## src/rtl/rx_term_pkg.sv

```systemverilog
package rx_term_pkg;
  localparam int TERM_W    = 7;
  localparam int NUM_CODES = TERM_W + 1;
  typedef logic [TERM_W-1:0] term_code_t;
  localparam term_code_t CODE_ZERO = '0;
  localparam term_code_t CODE_FULL = '1;

  // a thermometer code plus one is a power of two, so the AND is zero
  function automatic logic is_thermo(term_code_t c);
    term_code_t inc;
    inc = c + term_code_t'(1);
    return ((c & inc) == CODE_ZERO);
  endfunction

  // one more leg: shift up and fill the bottom bit
  function automatic term_code_t next_code(term_code_t c);
    return {c[TERM_W-2:0], 1'b1};
  endfunction
endpackage

```

## src/rtl/rx_term_settle_timer.sv

```systemverilog
module rx_term_settle_timer
  import rx_term_pkg::*;
#(
  parameter int CNT_W = 16
) (
  input  logic             clk,
  input  logic             rst_n,
  input  logic             restart_i,
  input  logic             pwr_good_i,
  input  logic [CNT_W-1:0] settle_i,
  output logic             done_o
);
  logic             pend_q;
  logic [CNT_W-1:0] cnt_q;
  logic             done_q;

  // named events for the assertions
  logic tick;
  logic expire;
  assign tick   = pend_q & pwr_good_i & ~restart_i;
  assign expire = tick & (cnt_q >= settle_i);

  always_ff @(posedge clk or negedge rst_n) begin
    if (!rst_n) begin
      pend_q <= 1'b0;
      cnt_q  <= '0;
      done_q <= 1'b0;
    end else begin
      done_q <= expire;
      if (restart_i) begin
        pend_q <= 1'b1;
        cnt_q  <= '0;
      end else if (tick) begin
        if (expire) pend_q <= 1'b0;
        else        cnt_q  <= cnt_q + CNT_W'(1);
      end
    end
  end

  assign done_o = done_q;

  p_freeze_r6: assert property (@(posedge clk) disable iff (!rst_n)
    !pwr_good_i |=> !done_q);
  p_done_single_r5: assert property (@(posedge clk) disable iff (!rst_n)
    done_q |=> !done_q);
  p_hold_cnt_r6: assert property (@(posedge clk) disable iff (!rst_n)
    (!pwr_good_i && !restart_i) |=> $stable(cnt_q));
endmodule

```

## src/rtl/rx_term_code_reg.sv

```systemverilog
module rx_term_code_reg
  import rx_term_pkg::*;
(
  input  logic       clk,
  input  logic       rst_n,
  input  logic       wr_i,
  input  term_code_t wdata_i,
  input  logic       busy_i,
  input  logic       seq_load_i,
  input  term_code_t seq_code_i,
  output term_code_t code_o,
  output logic       err_o,
  output logic       load_o
);
  term_code_t code_q;
  logic       err_q;

  logic wr_take;
  logic wr_legal;
  logic bad_wr;
  assign wr_take  = wr_i & ~busy_i & ~seq_load_i;
  assign wr_legal = is_thermo(wdata_i);
  assign bad_wr   = wr_take & ~wr_legal;
  assign load_o   = seq_load_i | (wr_take & wr_legal);

  always_ff @(posedge clk or negedge rst_n) begin
    if (!rst_n) begin
      code_q <= CODE_ZERO;
      err_q  <= 1'b0;
    end else begin
      if (seq_load_i)                 code_q <= seq_code_i;
      else if (wr_take && wr_legal)   code_q <= wdata_i;
      if (bad_wr) err_q <= 1'b1;
    end
  end

  assign code_o = code_q;
  assign err_o  = err_q;

  p_code_legal_r9: assert property (@(posedge clk) disable iff (!rst_n)
    is_thermo(code_q));
  p_err_sticky_r3: assert property (@(posedge clk) disable iff (!rst_n)
    err_q |=> err_q);
  p_bad_keeps_r3: assert property (@(posedge clk) disable iff (!rst_n)
    bad_wr |=> $stable(code_q));
  p_busy_hold_r8: assert property (@(posedge clk) disable iff (!rst_n)
    (busy_i && !seq_load_i) |=> $stable(code_q) && ($stable(err_q)));
endmodule

```

## src/rtl/rx_term_sweep_seq.sv

```systemverilog
module rx_term_sweep_seq
  import rx_term_pkg::*;
(
  input  logic       clk,
  input  logic       rst_n,
  input  logic       start_i,
  input  logic       pwr_good_i,
  input  logic       done_i,
  input  term_code_t code_i,
  output logic       busy_o,
  output logic       load_o,
  output term_code_t code_o
);
  logic busy_q;

  logic start_acc;
  logic step_adv;
  logic step_last;
  assign start_acc = start_i & ~busy_q & pwr_good_i;
  assign step_adv  = busy_q & done_i & (code_i != CODE_FULL);
  assign step_last = busy_q & done_i & (code_i == CODE_FULL);

  assign load_o = start_acc | step_adv;
  assign code_o = start_acc ? CODE_ZERO : next_code(code_i);

  always_ff @(posedge clk or negedge rst_n) begin
    if (!rst_n)         busy_q <= 1'b0;
    else if (start_acc) busy_q <= 1'b1;
    else if (step_last) busy_q <= 1'b0;
  end

  assign busy_o = busy_q;

  p_start_zero_r7: assert property (@(posedge clk) disable iff (!rst_n)
    start_acc |=> (code_i == CODE_ZERO) && busy_q);
  p_step_shift_r7: assert property (@(posedge clk) disable iff (!rst_n)
    step_adv |=> code_i == next_code($past(code_i)));
  p_end_idle_r7: assert property (@(posedge clk) disable iff (!rst_n)
    step_last |=> !busy_q);
  p_no_start_lp_r6: assert property (@(posedge clk) disable iff (!rst_n)
    (!busy_q && !pwr_good_i) |=> !busy_q);
endmodule

```

## src/rtl/rx_term_leg_drv.sv

```systemverilog
module rx_term_leg_drv
  import rx_term_pkg::*;
(
  input  logic       clk,
  input  logic       rst_n,
  input  logic       hs_i,
  input  term_code_t code_i,
  output term_code_t leg_o
);
  term_code_t leg_q;

  always_ff @(posedge clk or negedge rst_n) begin
    if (!rst_n)    leg_q <= CODE_ZERO;
    else if (hs_i) leg_q <= code_i;
    else           leg_q <= CODE_ZERO;
  end

  assign leg_o = leg_q;

  p_leg_gate_r4: assert property (@(posedge clk) disable iff (!rst_n)
    (leg_q != CODE_ZERO) |-> $past(hs_i));
  p_leg_legal_r9: assert property (@(posedge clk) disable iff (!rst_n)
    is_thermo(leg_q));
endmodule

```

## src/rtl/rx_term_ctrl.sv

```systemverilog
module rx_term_ctrl
  import rx_term_pkg::*;
#(
  parameter int CNT_W = 16
) (
  input  logic             clk,
  input  logic             rst_n,
  input  logic             hs_mode,
  input  logic             pwr_good,
  input  logic             cfg_wr,
  input  logic [6:0]       cfg_code,
  input  logic [CNT_W-1:0] settle_cycles,
  input  logic             sweep_start,
  output logic [6:0]       term_leg_en,
  output logic [6:0]       cur_code,
  output logic             code_err,
  output logic             cfg_done,
  output logic             sweep_busy
);
  term_code_t code_w;
  term_code_t seq_code_w;
  term_code_t leg_w;
  logic       seq_load_w;
  logic       code_load_w;
  logic       busy_w;
  logic       done_w;
  logic       err_w;

  rx_term_sweep_seq u_seq (
    .clk        (clk),
    .rst_n      (rst_n),
    .start_i    (sweep_start),
    .pwr_good_i (pwr_good),
    .done_i     (done_w),
    .code_i     (code_w),
    .busy_o     (busy_w),
    .load_o     (seq_load_w),
    .code_o     (seq_code_w)
  );

  rx_term_code_reg u_code (
    .clk        (clk),
    .rst_n      (rst_n),
    .wr_i       (cfg_wr),
    .wdata_i    (cfg_code),
    .busy_i     (busy_w),
    .seq_load_i (seq_load_w),
    .seq_code_i (seq_code_w),
    .code_o     (code_w),
    .err_o      (err_w),
    .load_o     (code_load_w)
  );

  rx_term_settle_timer #(.CNT_W(CNT_W)) u_timer (
    .clk        (clk),
    .rst_n      (rst_n),
    .restart_i  (code_load_w),
    .pwr_good_i (pwr_good),
    .settle_i   (settle_cycles),
    .done_o     (done_w)
  );

  rx_term_leg_drv u_leg (
    .clk    (clk),
    .rst_n  (rst_n),
    .hs_i   (hs_mode),
    .code_i (code_w),
    .leg_o  (leg_w)
  );

  assign term_leg_en = leg_w;
  assign cur_code    = code_w;
  assign code_err    = err_w;
  assign cfg_done    = done_w;
  assign sweep_busy  = busy_w;

  p_sweep_wins_r10: assert property (@(posedge clk) disable iff (!rst_n)
    (sweep_start && !busy_w && pwr_good) |=> (code_w == CODE_ZERO) && !$changed(err_w));
endmodule

```

## config.mk

```make
export PLATFORM = sky130hd
export DESIGN_NAME = rx_term_ctrl
export DESIGN_NICKNAME = d
export VERILOG_FILES = /design/src/rtl/rx_term_pkg.sv /design/src/rtl/rx_term_settle_timer.sv /design/src/rtl/rx_term_code_reg.sv /design/src/rtl/rx_term_sweep_seq.sv /design/src/rtl/rx_term_leg_drv.sv /design/src/rtl/rx_term_ctrl.sv
export SDC_FILE = /design/constraint.sdc
export NUM_CORES = 1
export LEC_CHECK = 0
export BUFFER_PORTS_ARGS = -buffer_cell sky130_fd_sc_hd__buf_2
export CAP_MARGIN = 20
export CORE_ASPECT_RATIO = 1.2
export CORE_MARGIN = 4
export CORE_UTILIZATION = 49
export DETAILED_ROUTE_END_ITERATION = 8
export GPL_ROUTABILITY_DRIVEN = 0
export MAX_ROUTING_LAYER = met4
export PLACE_DENSITY = 0.75
export REMOVE_ABC_BUFFERS = 1
export SLEW_MARGIN = 20
export SYNTH_ARGS = -nofsm -noshare
export SYNTH_HDL_FRONTEND = slang
export SYNTH_SLANG_ARGS = --single-unit
```

## constraint.sdc

```tcl
create_clock -name clk -period 2.2 [get_ports clk]
set_input_delay 0.44 -clock clk [delete_from_list [all_inputs] [get_ports clk]]
set_output_delay 0.44 -clock clk [all_outputs]
set_load 0.03 [all_outputs]
```

==> flow_summary.json, run 1 <==
{
  "reg2reg_slack_ns": -0.09,
  "clockPowerShare_pct": 34.2,
  "start_util_pct": 51.2,
  "synthCells": 223,
  "clock-sinks": 34,
  "routed_wl_mm": 5.59,
  "min_path_type": "in -> async",
  "rows": 26,
  "avgSynthCellArea_sq_um": 9.93,
  "grt_pass1_wl_mm": 8.61,
  "routedWlPerCell_um": 15.7,
  "period_minus_slack_ns": 2.29,
  "antenna_found_initial": 0,
  "crit_arrival_ns": 2.51,
  "vdd_drop_max_mv": 0.299,
  "hpwl_mm": 3.81,
  "synth_edf_count": 0,
  "grt_max_degree": 35,
  "place_inst": 340,
  "finalNonFillerCells": 355,
  "tightestPinTransition_ns": 0.751,
  "worstSkewPairLatency_ns": 0.29,
  "setup_viol": 10,
  "grt_pass1_vias": 1903,
  "grt_util_all_layers_pct": 19.3,
  "remaining_drc_errors": 0,
  "crit_type": "reg -> reg",
  "max_cap_violations": 0,
  "finalMaxSlewViolations": 0,
  "viasPerCell": 5.73,
  "die_w_um": 69.4,
  "cts_max_level": 2,
  "cts.clk_slew.worst_paths_ns": 0.08,
  "critPathLaunchType": "flop",
  "core_region_area_sq_um": 4330,
  "area_growth_pct": 36.8,
  "cts-root-to-sink-buffers": 2,
  "p_sw_mw": 0.484,
  "dpl_worst_slack_ns": -0.206,
  "cts_tree": "yes",
  "critical-path-max-stage-delay_ns": 0.44,
  "yosys.cell_types.count": 48,
  "layout-drive-gt1-share_pct": 43.1,
  "async_reset_ff_share_pct": 100,
  "crit_path_max_fanout": 5,
  "antenna_cells": 0,
  "synth_flop_cell": "dfrtp_1",
  "regToRegStartpoint": "u_timer.cnt_q[0]$_DFFE_PN0P_",
  "die_area_sq_um": 5660,
  "ios": 46,
  "required_ns": 2.42,
  "yosysWarnings": 0,
  "layout_commonest_cell": "buf_2",
  "port_buffers": 45,
  "internal-power_mw": 1.21,
  "ant_nets": 0,
  "hold_viol_final": 0,
  "end_kind": "flop",
  "leakage_nw": 1.47,
  "rsz0062_at_grt": "true",
  "violations": "negative setup slack",
  "layout_common_cells": "buf_2 (45), dfrtp_1 (33), buf_4 (26)",
  "powerDensity_nw_per_um2": 560,
  "status": "finished, violations left",
  "drt_iter0_drc": 95,
  "seqPwrFrac_pct": 41.1,
  "period_share_pct": 104,
  "cpMaxStageDelayCell": "a2111oi_4",
  "relSlewSlack_pct": 49.9,
  "clock.fmax_ghz": 0.437,
  "overflow": 0,
  "reg2regPathDepth": 9,
  "syn_area_sq_um": 2210,
  "cts_root_buffer": "clkbuf_8",
  "yosysSeqAreaShare_pct": 38.4,
  "swShare_pct": 28.5,
  "num_vias": 2035,
  "crit_path_cell_trace": "inv_2 -> ha_4 -> nand2b_4 -> a2111oi_4 -> o32ai_4 -> clkbuf_16 -> buf_6 -> or3_1 -> a21oi_1",
  "r2r_end": "u_timer.cnt_q[9]$_DFFE_PN0P_",
  "ys_ff_latch": 34,
  "post-route-util_pct": 70.0,
  "setup_ws_ns": -0.0881,
  "finalClockSkew_ns": 0.00502,
  "dr.pass1.iters": 4,
  "share_comb_of_total_power_pct": 24.7,
  "num-nets-final": 344,
  "cts_buffers": 5,
  "die_y_um": 81.6
}
==> per-layer routing <==
metal | global-route usage [%] | part of all wire, %
met3 | 4.16 | 3.7
met5 | - | 0
met1 | 23.0 | 43
met2 | 32.7 | 51
met4 | 6.64 | 2.1
==> power groups by stage <==
stage | Sequential, mW | Clock (mW) | Combinational [mW]
floorplan | 0.720 | 0 | 0.186
global placement | 0.701 | 0 | 0.326
detailed placement | 0.703 | 0 | 0.340
CTS | 0.691 | 0.583 | 0.359
global route | 0.701 | 0.612 | 0.461
finish | 0.696 | 0.580 | 0.418
==> synthesized netlist by cell type (2+ instances only) <==
| master | number | share of area, % |
|---|---|---|
| nand2_1 | 12 | 2.0 |
| nand4_1 | 10 | 2.8 |
| nand4b_1 | 2 | 0.79 |
| mux2i_1 | 7 | 3.2 |
| o21ai_0 | 4 | 0.90 |
| nand3b_1 | 5 | 1.7 |
| a21oi_1 | 15 | 3.4 |
| nand3_1 | 16 | 3.6 |
| or2_2 | 2 | 0.57 |
| a22o_1 | 6 | 2.4 |
| buf_2 | 3 | 0.68 |
| dfrtp_1 | 34 | 38 |
| nor4_2 | 2 | 1.1 |
| o31ai_1 | 7 | 2.4 |
| and4_1 | 3 | 1.2 |
| ha_1 | 17 | 9.6 |
| and2_1 | 7 | 2.0 |
| inv_1 | 21 | 3.6 |
| or4_1 | 6 | 2.0 |
| nor3_1 | 4 | 0.90 |
| mux2_2 | 6 | 3.1 |
| clkbuf_1 | 2 | 0.34 |
| nor2_1 | 4 | 0.68 |
| o21a_1 | 3 | 1.0 |
| a21o_1 | 2 | 0.68 |
==> flip-flops by register name, indices dropped and copies added (netlist names) <==
name            flops
u_timer.cnt_q      16
u_code.code_o       7
u_leg.leg_o         7
u_code.err_o        1
u_seq.busy_o        1
u_timer.done_o      1
u_timer.pend_q      1
==> how the worst max path moves through the flow <==
stage | cells after the start | startpoint | to | slack [ns]
2_1_floorplan | 7 | settle_cycles[13] | u_timer.cnt_q[12]$_DFFE_PN0P_ | -0.24
3_3_place_gp | 8 | settle_cycles[0] | u_timer.cnt_q[6]$_DFFE_PN0P_ | -0.15
3_5_place_dp | 8 | settle_cycles[0] | u_timer.cnt_q[8]$_DFFE_PN0P_ | -0.21
4_1_cts | 8 | u_timer.cnt_q[0]$_DFFE_PN0P_ | u_timer.cnt_q[6]$_DFFE_PN0P_ | 0.003
5_1_grt | 9 | u_timer.cnt_q[0]$_DFFE_PN0P_ | u_timer.cnt_q[13]$_DFFE_PN0P_ | -0.14
6_report | 9 | u_timer.cnt_q[0]$_DFFE_PN0P_ | u_timer.cnt_q[9]$_DFFE_PN0P_ | -0.09
==> cell type report <==
class                      instances  area [sq um]
clock inverter                     3          45.0
fill                             333          1300
clock buffer                       5          68.8
sequential                        34           852
inverter                          21          78.8
tap                               56          70.1
timing repair buffer              76           513
multi-input combinational        160          1400
==> kinds of logic (layout without fill, tap and decap cells) <==
kind of cell / after synthesis / count (layout) / share of synthesized area [%]
buffers and inverters: 29 / 105 / 6.39
adders and majority gates: 17 / 17 / 9.61
muxes: 13 / 13 / 6.22
and+or+nand+nor: 80 / 80 / 22.0
AOI/OAI and AO/OA: 50 / 50 / 17.3
DFF: 34 / 34 / 38.4
==> critical path, delay by kind of cell (launching register included) <==
family	cells	cell delay [ns]
fa+ha+maj	1	0.19
flops	1	0.39
buf+inv	3	0.39
simple gates	2	0.50
compound gates	3	0.77
==> metrics by stage <==
stage	hold slack (ns)	setup TNS (ns)	area (sq um)	total power, mW
4_1_cts	0.249	0	2760	1.63
3_3_place_gp	0.447	-1.04	2640	1.03
3_5_place_dp	0.453	-1.66	2640	1.04
6_report	0.213	-0.307	3030	1.69
5_1_grt	0.275	-1.27	3030	1.77
2_1_floorplan	0.144	-2.84	2150	0.906
==> what timing repair did <==
item                       4_1_cts  5_1_grt
setup endpoints to repair        7       11
hold buffers                     0        0
cloned                           0        2
pin swaps                        2       21
resized for setup                0       34
buffers inserted                 1        4
(Power assumes the default switching activity.)
==> inputs of run 2 (changes only) <==
--- a/config.mk
+++ b/config.mk
@@ -9,13 +9,14 @@
 export CAP_MARGIN = 20
 export CORE_ASPECT_RATIO = 1.2
 export CORE_MARGIN = 4
-export CORE_UTILIZATION = 49
+export CORE_UTILIZATION = 51
 export DETAILED_ROUTE_END_ITERATION = 8
 export GPL_ROUTABILITY_DRIVEN = 0
 export MAX_ROUTING_LAYER = met4
-export PLACE_DENSITY = 0.75
+export PLACE_DENSITY = 0.76
 export REMOVE_ABC_BUFFERS = 1
 export SLEW_MARGIN = 20
 export SYNTH_ARGS = -nofsm -noshare
 export SYNTH_HDL_FRONTEND = slang
+export SYNTH_HIERARCHICAL = 1
 export SYNTH_SLANG_ARGS = --single-unit
==> run 2 against run 1 <==
The run now ends clean. Final cell count up 11%. Setup slack better by 0.12 ns. Synthesized area up 12%. Clock skew up 0.0019 ns. Utilization down 0.29 points. Count of clock-buffer cells in the layout unchanged. Via count up 9.7%. Critical path depth down 1. Synthesized cell count up 18%. Sequential share of layout area down 1.8 points. Critical endpoint is now u_timer/cnt_q[8]$_DFFE_PN0P_.
==> flow_summary.json, run 2 <==
{
  "status": "completed",
  "synth_area_leaders": "dfrtp_1 (34%), ha_1 (8.6%), nor2_1 (4.0%)",
  "crit_start": "u_timer/cnt_q[0]$_DFFE_PN0P_",
  "crit_type": "reg -> reg",
  "cts_tree": "yes",
  "min_path_type": "in -> async",
  "setup_ws_ns": 0.0315,
  "start_util_pct": 53.3,
  "rsz0062_at_grt": "true",
  "synthDominantCellAreaShare_pct": 34.5,
  "wl_met1_mm": 2.43,
  "period_minus_slack_ns": 2.17,
  "worstSkewPairLatency_ns": 0.29,
  "whs_ns": 0.223,
  "routed.top_layer": "met4",
  "cpMaxStageDelayCell": "dfrtp_1",
  "synth_compound_area_share_pct": 11.9,
  "synth_flop_cell": "dfrtp_1",
  "synthCells": 263,
  "yosysSeqAreaShare_pct": 34.5,
  "cts.clk_slew.worst_paths_ns": 0.08,
  "placed_area_sq_um": 2950,
  "ant_nets": 0,
  "drt_iter0_drc": 117,
  "critPathLaunchType": "flop",
  "cts-root-to-sink-buffers": 2,
  "crit_path_max_fanout": 19,
  "async_reset_ff_share_pct": 100,
  "required_ns": 2.37,
  "synth.most_common_cell": "dfrtp_1",
  "reg2reg_slack_ns": 0.03,
  "grt_util_all_layers_pct": 20.8,
  "period_share_pct": 98.6,
  "cts_max_level": 2,
  "antenna_cells": 0,
  "synth_edf_count": 0,
  "reg2regPathDepth": 8,
  "yosysTopAreaCell": "dfrtp_1",
  "antenna_found_initial": 0,
  "cts_buffers": 5,
  "cts_root_buffer": "clkbuf_8",
  "avgSynthCellArea_sq_um": 9.39,
  "ys_ff_latch": 34,
  "finalClockSkew_ns": 0.00696,
  "routedWlPerCell_um": 15.0,
  "grt_pass1_vias": 2190,
  "viasPerCell": 5.68,
  "netlist_top_cells_count": "dfrtp_1 (34), nor2_1 (26), inv_1 (18)",
  "critical-path-max-stage-delay_ns": 0.37,
  "num-nets-final": 380,
  "leakage_nw": 1.55,
  "area_growth_pct": 30.7,
  "nFillCells": 362,
  "die_w_um": 71.5,
  "rows": 27,
  "largest_reg_flops": 16,
  "hpwl_mm": 4.10,
  "synth_xor_area_share_pct": 0,
  "synthMuxAreaShare_pct": 7.65,
  "clock-sinks": 34,
  "vdd_drop_max_mv": 0.443,
  "regToRegStartpoint": "u_timer/cnt_q[0]$_DFFE_PN0P_",
  "yosys.cell_types.count": 56,
  "relSlewSlack_pct": 49.1,
  "wl_met2_mm": 3.05,
  "layout_common_cells": "buf_2 (46), dfrtp_1 (34), nor2_1 (26)",
  "dr.pass1.iters": 4,
  "synth_top_family_by_area": "simple AND/OR/NAND/NOR gates",
  "num_vias": 2232,
  "grt_max_degree": 35,
  "yosys.area_share.simple_pct": 32.8,
  "crit_path_cell_trace": "inv_2 -> ha_1 -> nand2b_4 -> a2111oi_4 -> nor4_4 -> buf_12 -> nor4_1 -> mux2_1",
  "tightestPinTransition_ns": 0.763,
  "die_y_um": 84.2,
  "routed_wl_mm": 5.89,
  "max_cap_violations": 0,
  "die_area_sq_um": 6020,
  "design_area_sq_um": 3230,
  "powerDensity_nw_per_um2": 727,
  "layout-drive-gt1-share_pct": 36.1,
  "regMostFlops": "u_timer/cnt_q",
  "hold_viol_final": 0,
  "cp-endpoint": "u_timer/cnt_q[8]$_DFFE_PN0P_",
  "syn_area_sq_um": 2470,
  "ios": 46,
  "remaining_drc_errors": 0,
  "overflow": 0,
  "end_kind": "flop",
  "finalMaxSlewViolations": 0,
  "setup_viol": 0,
  "r2r_end": "u_timer/cnt_q[8]$_DFFE_PN0P_",
  "yosysWarnings": 6,
  "dpl_worst_slack_ns": -0.289,
  "crit_arrival_ns": 2.34,
  "post-route-util_pct": 69.7,
  "clock.fmax_ghz": 0.461,
  "synth_adder_area_share_pct": 8.62,
  "core_region_area_sq_um": 4630,
  "dr_wl_met3_um": 319,
  "layout_commonest_cell": "buf_2",
  "grt_pass1_wl_mm": 9.87,
  "port_buffers": 45
}
-- run 2: power breakdown --
| part | internal (mW) | switching [mW] | total, mW |
|---|---|---|---|
| combinational | 0.354 | 0.444 | 0.798 |
| clock | 0.454 | 0.245 | 0.699 |
| sequential | 0.739 | 0.108 | 0.847 |
-- run 2: worst min path at each step --
stage                                   startpoint                            to
after CTS                                    rst_n      u_code/err_o$_DFFE_PN0P_
final                                        rst_n  u_timer/cnt_q[4]$_DFFE_PN0P_
after global routing                         rst_n      u_code/err_o$_DFFE_PN0P_
after detailed placement  u_code/err_o$_DFFE_PN0P_      u_code/err_o$_DFFE_PN0P_
after global placement    u_code/err_o$_DFFE_PN0P_      u_code/err_o$_DFFE_PN0P_
after floorplan                              rst_n  u_code/code_o[0]$_DFFE_PN0P_
-- run 2: cell families (layout without fill, tap and decap cells) --
family,Yosys count,in the layout
simple gates,131,131
compound gates,38,38
flops,34,34
buf+inv,28,100
fa+ha+maj,17,17
mux,15,15
-- run 2: layer usage --
layer,vias up,global-route usage [%]
met2,68,35.2
met3,10,3.71
li1,1094,-
met5,-,-
met4,0,6.15
met1,1060,25.2
-- run 2: worst max-delay path, delay by kind of cell (launching register included) --
family | cells | cell delay (ns)
fa+ha+maj | 1 | 0.26
buf+inv | 2 | 0.22
compound gates | 1 | 0.35
simple gates | 3 | 0.49
mux | 1 | 0.36
flops | 1 | 0.37
-- run 2: cell type report --
cell class	count	area, sq um	area share [%]
clock buffers	5	68.8	2.13
clock inverters	3	68.8	2.13
inverters	21	78.8	2.44
multi-input cells	201	1630	50.4
flip-flops and latches	34	851	26.4
well taps	58	72.6	2.25
repair buffers	71	459	14.2
-- run 2: repair_timing --
| action | CTS | global route |
|---|---|---|
| pin swaps | 3 | 1 |
| hold endpoints to repair | 0 | 0 |
| setup buffers | 1 | 1 |
| hold buffers | 0 | 0 |
| cloned | 0 | 1 |
| resized for setup | 7 | 11 |
| endpoints found under the setup margin | 16 | 15 |
-- run 2: stage by stage --
stage               total power, mW  setup TNS, ns  std cells
floorplan                      1.35         -12.25        256
global placement               1.59          -2.66        383
detailed placement             1.61          -3.42        383
CTS                            2.34              0        391
global route                   2.48         -0.521        393
finish                         2.34              0        393
